$ cat config.mk
export PLATFORM = sky130hd
export DESIGN_NAME = lvl_irq_ctrl
export DESIGN_NICKNAME = d
export VERILOG_FILES = /design/src/rtl/lvl_irq_pkg.sv /design/src/rtl/irq_cpu_bank.sv /design/src/rtl/irq_master_bank.sv /design/src/rtl/irq_level_pick.sv /design/src/rtl/lvl_irq_ctrl.sv
export SDC_FILE = /design/constraint.sdc
export NUM_CORES = 1
export LEC_CHECK = 0
export ABC_AREA = 0
export BUFFER_PORTS_ARGS = -buffer_cell sky130_fd_sc_hd__buf_2
export CAP_MARGIN = 20
export CORE_ASPECT_RATIO = 1.1
export CORE_MARGIN = 2
export CORE_UTILIZATION = 50
export DETAILED_ROUTE_END_ITERATION = 10
export PLACE_DENSITY = 0.71
export REMOVE_ABC_BUFFERS = 1
export SETUP_SLACK_MARGIN = 0.02
export SYNTH_ARGS = -nofsm -noshare
export SYNTH_HDL_FRONTEND = slang
export SYNTH_SLANG_ARGS = --single-unit
$ cat constraint.sdc
create_clock -name clk -period 4.7 [get_ports clk]
set_input_delay 0.47 -clock clk [delete_from_list [all_inputs] [get_ports clk]]
set_output_delay 0.47 -clock clk [all_outputs]
set_load 0.02 [all_outputs]
$ cat src/rtl/lvl_irq_pkg.sv
// Package: shared constants and the level-to-source mapping of the
// interrupt controller. Assumes a 32-bit data word.
package lvl_irq_pkg;

    localparam int WORD_W      = 32;
    localparam int MASK_ALL_B  = 31;
    localparam int ENET_SRC_B  = 16;
    localparam int ENET_LEVEL  = 6;

    // Word offsets inside the processor group
    typedef enum logic [2:0] {
        CPU_PEND = 3'd0,
        CPU_CLR  = 3'd1,
        CPU_SET  = 3'd2
    } cpu_ofs_e;

    // Word offsets inside the master group
    typedef enum logic [2:0] {
        MST_PEND = 3'd0,
        MST_EN   = 3'd1,
        MST_CLR  = 3'd2,
        MST_SET  = 3'd3,
        MST_TGT  = 3'd4
    } mst_ofs_e;

    // Source mask that a device line at the given level stands for
    function automatic logic [WORD_W-1:0] src_mask(input int lvl);
        logic [WORD_W-1:0] m;
        m = '0;
        if (lvl == ENET_LEVEL) m[ENET_SRC_B] = 1'b1;
        return m;
    endfunction

endpackage

$ cat src/rtl/irq_cpu_bank.sv
// Module: processor register group. Holds the pending word, whose bits
// stand for priority levels. Offers a read/write pending word and
// write-only clear/set ports. Device lines override bus writes bit by bit.
// Assumes NUM_LVL <= DATA_W and that read and write strobes are exclusive.
module irq_cpu_bank #(
    parameter int DATA_W  = 32,
    parameter int NUM_LVL = 16,
    parameter int OFS_W   = 3
) (
    input  logic              clk,
    input  logic              rst_n,
    input  logic              wr_en,
    input  logic [OFS_W-1:0]  ofs,
    input  logic [DATA_W-1:0] wr_data,
    input  logic [NUM_LVL-1:0] dev_irq,
    output logic [DATA_W-1:0] rd_word,
    output logic [DATA_W-1:0] pend_o
);
    import lvl_irq_pkg::*;

    logic [DATA_W-1:0] pend_q;
    logic [DATA_W-1:0] pend_d;
    logic [DATA_W-1:0] dev_ext;

    assign dev_ext = DATA_W'(dev_irq);

    // Next pending value: bus effect first, then device lines win
    always_comb begin
        pend_d = pend_q;
        if (wr_en) begin
            case (ofs)
                OFS_W'(CPU_PEND): pend_d = wr_data;
                OFS_W'(CPU_CLR):  pend_d = pend_q & ~wr_data;
                OFS_W'(CPU_SET):  pend_d = pend_q | wr_data;
                default:          pend_d = pend_q;
            endcase
        end
        pend_d = pend_d | dev_ext;
    end

    // Pending word register
    always_ff @(posedge clk) begin
        if (!rst_n) pend_q <= '0;
        else        pend_q <= pend_d;
    end

    // Read mux: only the pending word is readable
    always_comb begin
        rd_word = '0;
        if (ofs == OFS_W'(CPU_PEND)) rd_word = pend_q;
    end

    assign pend_o = pend_q;

    // A high device line leaves its pending bit set one edge later
    assert_dev_sets_pend_R6: assert property (@(posedge clk) disable iff (!rst_n)
        1'b1 |=> ((pend_q[NUM_LVL-1:0] & $past(dev_irq)) == $past(dev_irq)));

    // A clear write with quiet device lines raises no bit and drops written ones
    assert_clr_only_drops_R3: assert property (@(posedge clk) disable iff (!rst_n)
        (wr_en && ofs == OFS_W'(CPU_CLR) && dev_irq == '0) |=>
        (((pend_q & ~$past(pend_q)) == '0) && ((pend_q & $past(wr_data)) == '0)));

    // A set write drops no bit
    assert_set_keeps_R4: assert property (@(posedge clk) disable iff (!rst_n)
        (wr_en && ofs == OFS_W'(CPU_SET)) |=> (($past(pend_q) & ~pend_q) == '0));

endmodule

$ cat src/rtl/irq_master_bank.sv
// Module: master register group. Holds the source pending word, the
// enable mask with its clear/set ports, and the undirected target word.
// Device lines feed mapped source bits into the pending word.
// Assumes the strobes are exclusive and DATA_W is at least 32.
module irq_master_bank #(
    parameter int DATA_W  = 32,
    parameter int NUM_LVL = 16,
    parameter int OFS_W   = 3,
    parameter int TGT_W   = 4
) (
    input  logic              clk,
    input  logic              rst_n,
    input  logic              wr_en,
    input  logic [OFS_W-1:0]  ofs,
    input  logic [DATA_W-1:0] wr_data,
    input  logic [NUM_LVL-1:0] dev_irq,
    output logic [DATA_W-1:0] rd_word,
    output logic [DATA_W-1:0] en_o
);
    import lvl_irq_pkg::*;

    logic [DATA_W-1:0] pend_q, pend_d;
    logic [DATA_W-1:0] en_q, en_d;
    logic [TGT_W-1:0]  tgt_q, tgt_d;
    logic [DATA_W-1:0] dev_src;

    // Union of the source masks of every active device line
    always_comb begin
        dev_src = '0;
        for (int n = 0; n < NUM_LVL; n++) begin
            if (dev_irq[n]) dev_src = dev_src | DATA_W'(src_mask(n));
        end
    end

    // Next state of all three words from the bus, device sources last
    always_comb begin
        pend_d = pend_q;
        en_d   = en_q;
        tgt_d  = tgt_q;
        if (wr_en) begin
            case (ofs)
                OFS_W'(MST_PEND): pend_d = wr_data;
                OFS_W'(MST_EN):   en_d   = wr_data;
                OFS_W'(MST_CLR):  en_d   = en_q & ~wr_data;
                OFS_W'(MST_SET):  en_d   = en_q | wr_data;
                OFS_W'(MST_TGT):  tgt_d  = wr_data[TGT_W-1:0];
                default: ;
            endcase
        end
        pend_d = pend_d | dev_src;
    end

    // Master state registers
    always_ff @(posedge clk) begin
        if (!rst_n) begin
            pend_q <= '0;
            en_q   <= '0;
            tgt_q  <= '0;
        end else begin
            pend_q <= pend_d;
            en_q   <= en_d;
            tgt_q  <= tgt_d;
        end
    end

    // Read mux: write-only and unmapped words read zero
    always_comb begin
        case (ofs)
            OFS_W'(MST_PEND): rd_word = pend_q;
            OFS_W'(MST_EN):   rd_word = en_q;
            OFS_W'(MST_TGT):  rd_word = DATA_W'(tgt_q);
            default:          rd_word = '0;
        endcase
    end

    assign en_o = en_q;

    // Set port raises the written bits and drops none
    assert_en_set_R4: assert property (@(posedge clk) disable iff (!rst_n)
        (wr_en && ofs == OFS_W'(MST_SET)) |=>
        ((($past(en_q) & ~en_q) == '0) && ((en_q & $past(wr_data)) == $past(wr_data))));

    // Clear port drops the written bits and raises none
    assert_en_clr_R3: assert property (@(posedge clk) disable iff (!rst_n)
        (wr_en && ofs == OFS_W'(MST_CLR)) |=>
        (((en_q & ~$past(en_q)) == '0) && ((en_q & $past(wr_data)) == '0)));

    // The enable word stays put unless a write hits one of its three offsets
    assert_en_stable_R5: assert property (@(posedge clk) disable iff (!rst_n)
        !(wr_en && (ofs == OFS_W'(MST_EN) || ofs == OFS_W'(MST_CLR) || ofs == OFS_W'(MST_SET)))
        |=> $stable(en_q));

endmodule

$ cat src/rtl/irq_level_pick.sv
// Module: qualifies each pending level against the enable mask through
// its source mask and reports the highest qualifying level. Level 0
// means no interrupt. Enable bit 31 masks every level.
module irq_level_pick #(
    parameter int DATA_W  = 32,
    parameter int NUM_LVL = 16,
    parameter int LVL_W   = 4
) (
    input  logic              clk,
    input  logic              rst_n,
    input  logic [DATA_W-1:0] cpu_pend,
    input  logic [DATA_W-1:0] en,
    output logic [LVL_W-1:0]  level,
    output logic              req
);
    import lvl_irq_pkg::*;

    logic [NUM_LVL-1:0] qual;

    assign qual[0] = 1'b0;

    // One qualifier per level
    for (genvar g = 1; g < NUM_LVL; g++) begin : g_qual
        localparam logic [DATA_W-1:0] SRC = DATA_W'(src_mask(g));
        assign qual[g] = cpu_pend[g] && ((en & SRC) != '0) && !en[MASK_ALL_B];
    end

    // Priority pick: the highest qualifying level wins
    always_comb begin
        level = '0;
        for (int n = 1; n < NUM_LVL; n++) begin
            if (qual[n]) level = LVL_W'(n);
        end
    end

    assign req = |qual;

    // Mask-all keeps the request down
    assert_maskall_R9: assert property (@(posedge clk) disable iff (!rst_n)
        en[MASK_ALL_B] |-> (!req && level == '0));

    // A request always names a pending level
    assert_req_pending_R8: assert property (@(posedge clk) disable iff (!rst_n)
        req |-> (level != '0 && cpu_pend[level]));

endmodule

$ cat src/rtl/lvl_irq_ctrl.sv
// Module: top of the two-level interrupt controller. Decodes the word
// bus into the processor and master groups, registers the read data and
// drives the level/request pair to one processor.
// Assumes bus_rd and bus_wr are never high together.
module lvl_irq_ctrl #(
    parameter int DATA_W  = 32,
    parameter int ADDR_W  = 6,
    parameter int NUM_LVL = 16,
    parameter int TGT_W   = 4,
    parameter int LVL_W   = $clog2(NUM_LVL)
) (
    input  logic               clk,
    input  logic               rst_n,
    input  logic [ADDR_W-1:0]  bus_addr,
    input  logic               bus_wr,
    input  logic               bus_rd,
    input  logic [DATA_W-1:0]  bus_wdata,
    output logic [DATA_W-1:0]  bus_rdata,
    input  logic [NUM_LVL-1:0] dev_irq,
    output logic [LVL_W-1:0]   cpu_level,
    output logic               cpu_req
);
    localparam int GRP_B = ADDR_W - 1;
    localparam int OFS_W = ADDR_W - 3;

    logic              grp_mst;
    logic [OFS_W-1:0]  ofs;
    logic [DATA_W-1:0] cpu_rd, mst_rd, cpu_pend, mst_en;
    logic [DATA_W-1:0] rdata_q;

    assign grp_mst = bus_addr[GRP_B];
    assign ofs     = bus_addr[GRP_B-1:2];

    irq_cpu_bank #(.DATA_W(DATA_W), .NUM_LVL(NUM_LVL), .OFS_W(OFS_W)) cpu_bank_i (
        .clk(clk), .rst_n(rst_n), .wr_en(bus_wr && !grp_mst), .ofs(ofs),
        .wr_data(bus_wdata), .dev_irq(dev_irq), .rd_word(cpu_rd), .pend_o(cpu_pend)
    );

    irq_master_bank #(.DATA_W(DATA_W), .NUM_LVL(NUM_LVL), .OFS_W(OFS_W), .TGT_W(TGT_W)) mst_bank_i (
        .clk(clk), .rst_n(rst_n), .wr_en(bus_wr && grp_mst), .ofs(ofs),
        .wr_data(bus_wdata), .dev_irq(dev_irq), .rd_word(mst_rd), .en_o(mst_en)
    );

    irq_level_pick #(.DATA_W(DATA_W), .NUM_LVL(NUM_LVL), .LVL_W(LVL_W)) pick_i (
        .clk(clk), .rst_n(rst_n), .cpu_pend(cpu_pend), .en(mst_en),
        .level(cpu_level), .req(cpu_req)
    );

    // Read data register, loaded from the selected group on a read
    always_ff @(posedge clk) begin
        if (!rst_n)      rdata_q <= '0;
        else if (bus_rd) rdata_q <= grp_mst ? mst_rd : cpu_rd;
    end

    assign bus_rdata = rdata_q;

    // Reset leaves no request and zero read data
    assert_reset_quiet_R1: assert property (@(posedge clk)
        !rst_n |=> (!cpu_req && cpu_level == '0 && bus_rdata == '0));

    // Read data only moves on a read
    assert_rdata_hold_R2: assert property (@(posedge clk) disable iff (!rst_n)
        !bus_rd |=> $stable(bus_rdata));

endmodule

==> impl_metrics.yaml <==
floorplanning:
  dieArea_um2: 13600
  ioPinCount: 95
  die_y_um: 122
  num_rows: 43
  initial_utilization: 0.509
  core-area_um2: 12500
  die_w_um: 111
sta:
  holdWs_ps: 321
  post-route-period-util: 0.514
  setup_viol: 0
  worst_pin_slew_ps: 1080
  hold_violations: 0
  rsz0062_at_grt: "false"
  fin_setup_tns_ps: 0
  finClkSkew_ps: 6.94
  min_period_ps: 2410
  fmax_ghz: 0.414
  slew_headroom: 0.275
  drv_slew: 0
route:
  drt-total-wl_mm: 18.6
  routed.top_layer: "met5"
  first_iter_violations: 480
  wl_per_cell_um: 20.3
  wl_met2_mm: 9.44
  drtAntennaViolNets: 0
  drt-met1-wl_mm: 7.63
  drc_errors: 0
  firstDrtPassIters: 7
  vias: 5965
  wl_met3_mm: 1.15
  viasPerCell: 6.51
layout:
  drive_gt1_frac: 0.221
  finalInstanceArea_um2: 7410
  fin_nets: 804
  area_growth_pct: 16.7
  nFillCells: 1075
  n_antenna_cell: 0
setup_path:
  arrival_ps: 2750
  r2r-start: "mst_bank_i.en_o[31]"
  end_kind: "flip-flop"
  cp_max_fo: 33
  crit_type: "input pin to flip-flop"
  cp-start-kind: "input pin"
  crit_start: "bus_addr[2]"
  cp.required_ps: 5040
clocking:
  clockRootBuffer: "clkbuf_16"
  cts_num_sinks: 132
  cts_max_level: 4
  cts_hold_buf: 0
  cts_setup_buffers: 0
  cts_tree: "yes"
  cts_buffers: 17
  cts-resized-gates: 0
  path_clk_slew_ps: 60
  worstSkewPairLatency_ps: 420
  cts.path.max_buffers: 2
global_route:
  grt_first_pass_wirelength_mm: 30.1
  grt_pass1_vias: 5852
  gr-usage-all-layers: 0.275
  grt_max_degree: 73
  gr-total-overflow: 0
  antenna_found_initial: 2
pwr:
  p_leak_uw: 0.00267
  p_total_uw: 2790
  p_sw_frac: 0.251
  share_seq_of_total_power: 0.424
  switchingPower_uw: 700
  p_per_area_nw_per_um2: 376
  ir_drop_uv: 208
  clkPwrFrac: 0.469
  combPwrFrac: 0.107
  power.internal_uw: 2090
hold_path:
  hold_start: "bus_wdata[21]"
  hp-class: "input pin to flip-flop"
place:
  placed_area_um2: 6760
  gp_congestion: 0.777
  port_buffers: 90
  place_hpwl_mm: 10.7
synthesis:
  ys.flop_type: "dfxtp_1"
  ys_seq_area_frac: 0.416
  yosysWarnings: 0
  synth_edf_count: 0
  ys_types: 42
  syn_area_um2: 6350
  ys_async_sr_fraction: 0
  syn_inst: 703
  synth_seq_cells: 132
  avgSynthCellArea_um2: 9.03
status:
  status: "completed"
job:
  cap_viol_max_count: 0
[synthesized netlist by cell type (3+ instances only)]
| library cell | n | area, um2 |
|---|---|---|
| o21a_1 | 17 | 128 |
| a21oi_1 | 44 | 220 |
| dfxtp_1 | 132 | 2640 |
| nand2b_1 | 32 | 200 |
| nor3b_1 | 15 | 113 |
| o21ai_0 | 98 | 490 |
| a21boi_0 | 52 | 390 |
| mux2_2 | 28 | 315 |
| a2bb2oi_1 | 4 | 35.0 |
| nor2_1 | 3 | 11.3 |
| o2111ai_1 | 4 | 35.0 |
| a221o_1 | 16 | 160 |
| nand4_1 | 4 | 25.0 |
| clkbuf_1 | 52 | 195 |
| nand3_1 | 64 | 320 |
| buf_4 | 4 | 30.0 |
| buf_1 | 4 | 15.0 |
| buf_2 | 20 | 100 |
| o22ai_1 | 4 | 25.0 |
| a22oi_1 | 43 | 323 |
| a32o_1 | 32 | 320 |
| mux2i_1 | 4 | 40.0 |
[cell families after synthesis]
family	after synthesis	synth area share
other cells	1	0.000590
mux	32	0.0559
xor+xnor	1	0.00138
compound gates	319	0.342
buf+inv	82	0.0571
simple gates	136	0.127
flops	132	0.416
[sequential cells by signal (all words and copies together) (netlist names)]
name,count
bus_rdata,32
cpu_bank_i.pend_o,32
mst_bank_i.en_o,32
mst_bank_i.pend_q,32
mst_bank_i.tgt_q,4
[worst paths after layout]
path,slack (ps),cells past startpoint,to
max,2290,5,cpu_bank_i.pend_o[17]
max reg2reg,3620,3,bus_rdata[31]
min reg2reg,480,2,mst_bank_i.pend_q[10]
min,320,2,mst_bank_i.en_o[21]
[worst max-delay path, cell delays in order]
cell	delay, ps
buf_2	480
buf_4	530
and2_0	810
o21ai_0	210
a21boi_0	220
[power groups by stage]
stage | Combinational, uW | Clock (uW) | Sequential (uW)
detailed placement | 287 | 0 | 1200
CTS | 289 | 1310 | 1180
global placement | 277 | 0 | 1200
floorplan | 124 | 0 | 1220
finish | 299 | 1310 | 1180
global route | 325 | 1360 | 1190
[routing by layer]
metal / vias to the layer above / GRT usage
li1: 2762 / -
met1: 2941 / 0.342
met2: 219 / 0.471
met3: 39 / 0.0557
met4: 4 / 0.111
met5: - / 0
[placed cells by master (no fill, tap or decap), drive strengths merged, types with 2 or more instances in the layout]
cell      netlist  layout
dfxtp         132     132
o21ai          98      98
nand2           2       2
a221o          16      16
nor2            3       3
and2            2       2
a21boi         54      54
nand4           4       4
a2bb2oi         4       4
nand2b         32      32
nor3b          16      16
nor3            2       2
o22ai           4       4
a22oi          43      43
mux2i           4       4
clkbuf         52      23
bufinv          0       2
nor2b           2       2
nand3          64      64
clkinvlp        0       3
o21a           17      17
conb            1       2
and3b           2       2
o311a           2       2
mux2           28      28
a21oi          44      44
o2111ai         4       4
buf            30     105
a32o           32      32
clkinv          0       4
[per-stage QoR]
| stage | setup slack, ps | util | cells |
|---|---|---|---|
| after floorplan | 2330 | - | 622 |
| after global placement | 1960 | 0.542 | 881 |
| after detailed placement | 1890 | 0.542 | 881 |
| after CTS | 2280 | 0.588 | 913 |
| after global routing | 2190 | 0.594 | 916 |
| final | 2290 | 0.594 | 916 |
[area by class of cell]
cell class	count	area, um2	area share
tap	157	196	0.0265
timing repair buffer	105	618	0.0834
clock buffer	23	478	0.0645
multi-input combinational	490	3380	0.455
clock inverter	9	103	0.0138
sequential	132	2640	0.356
Power figures use the tool's default switching activity.
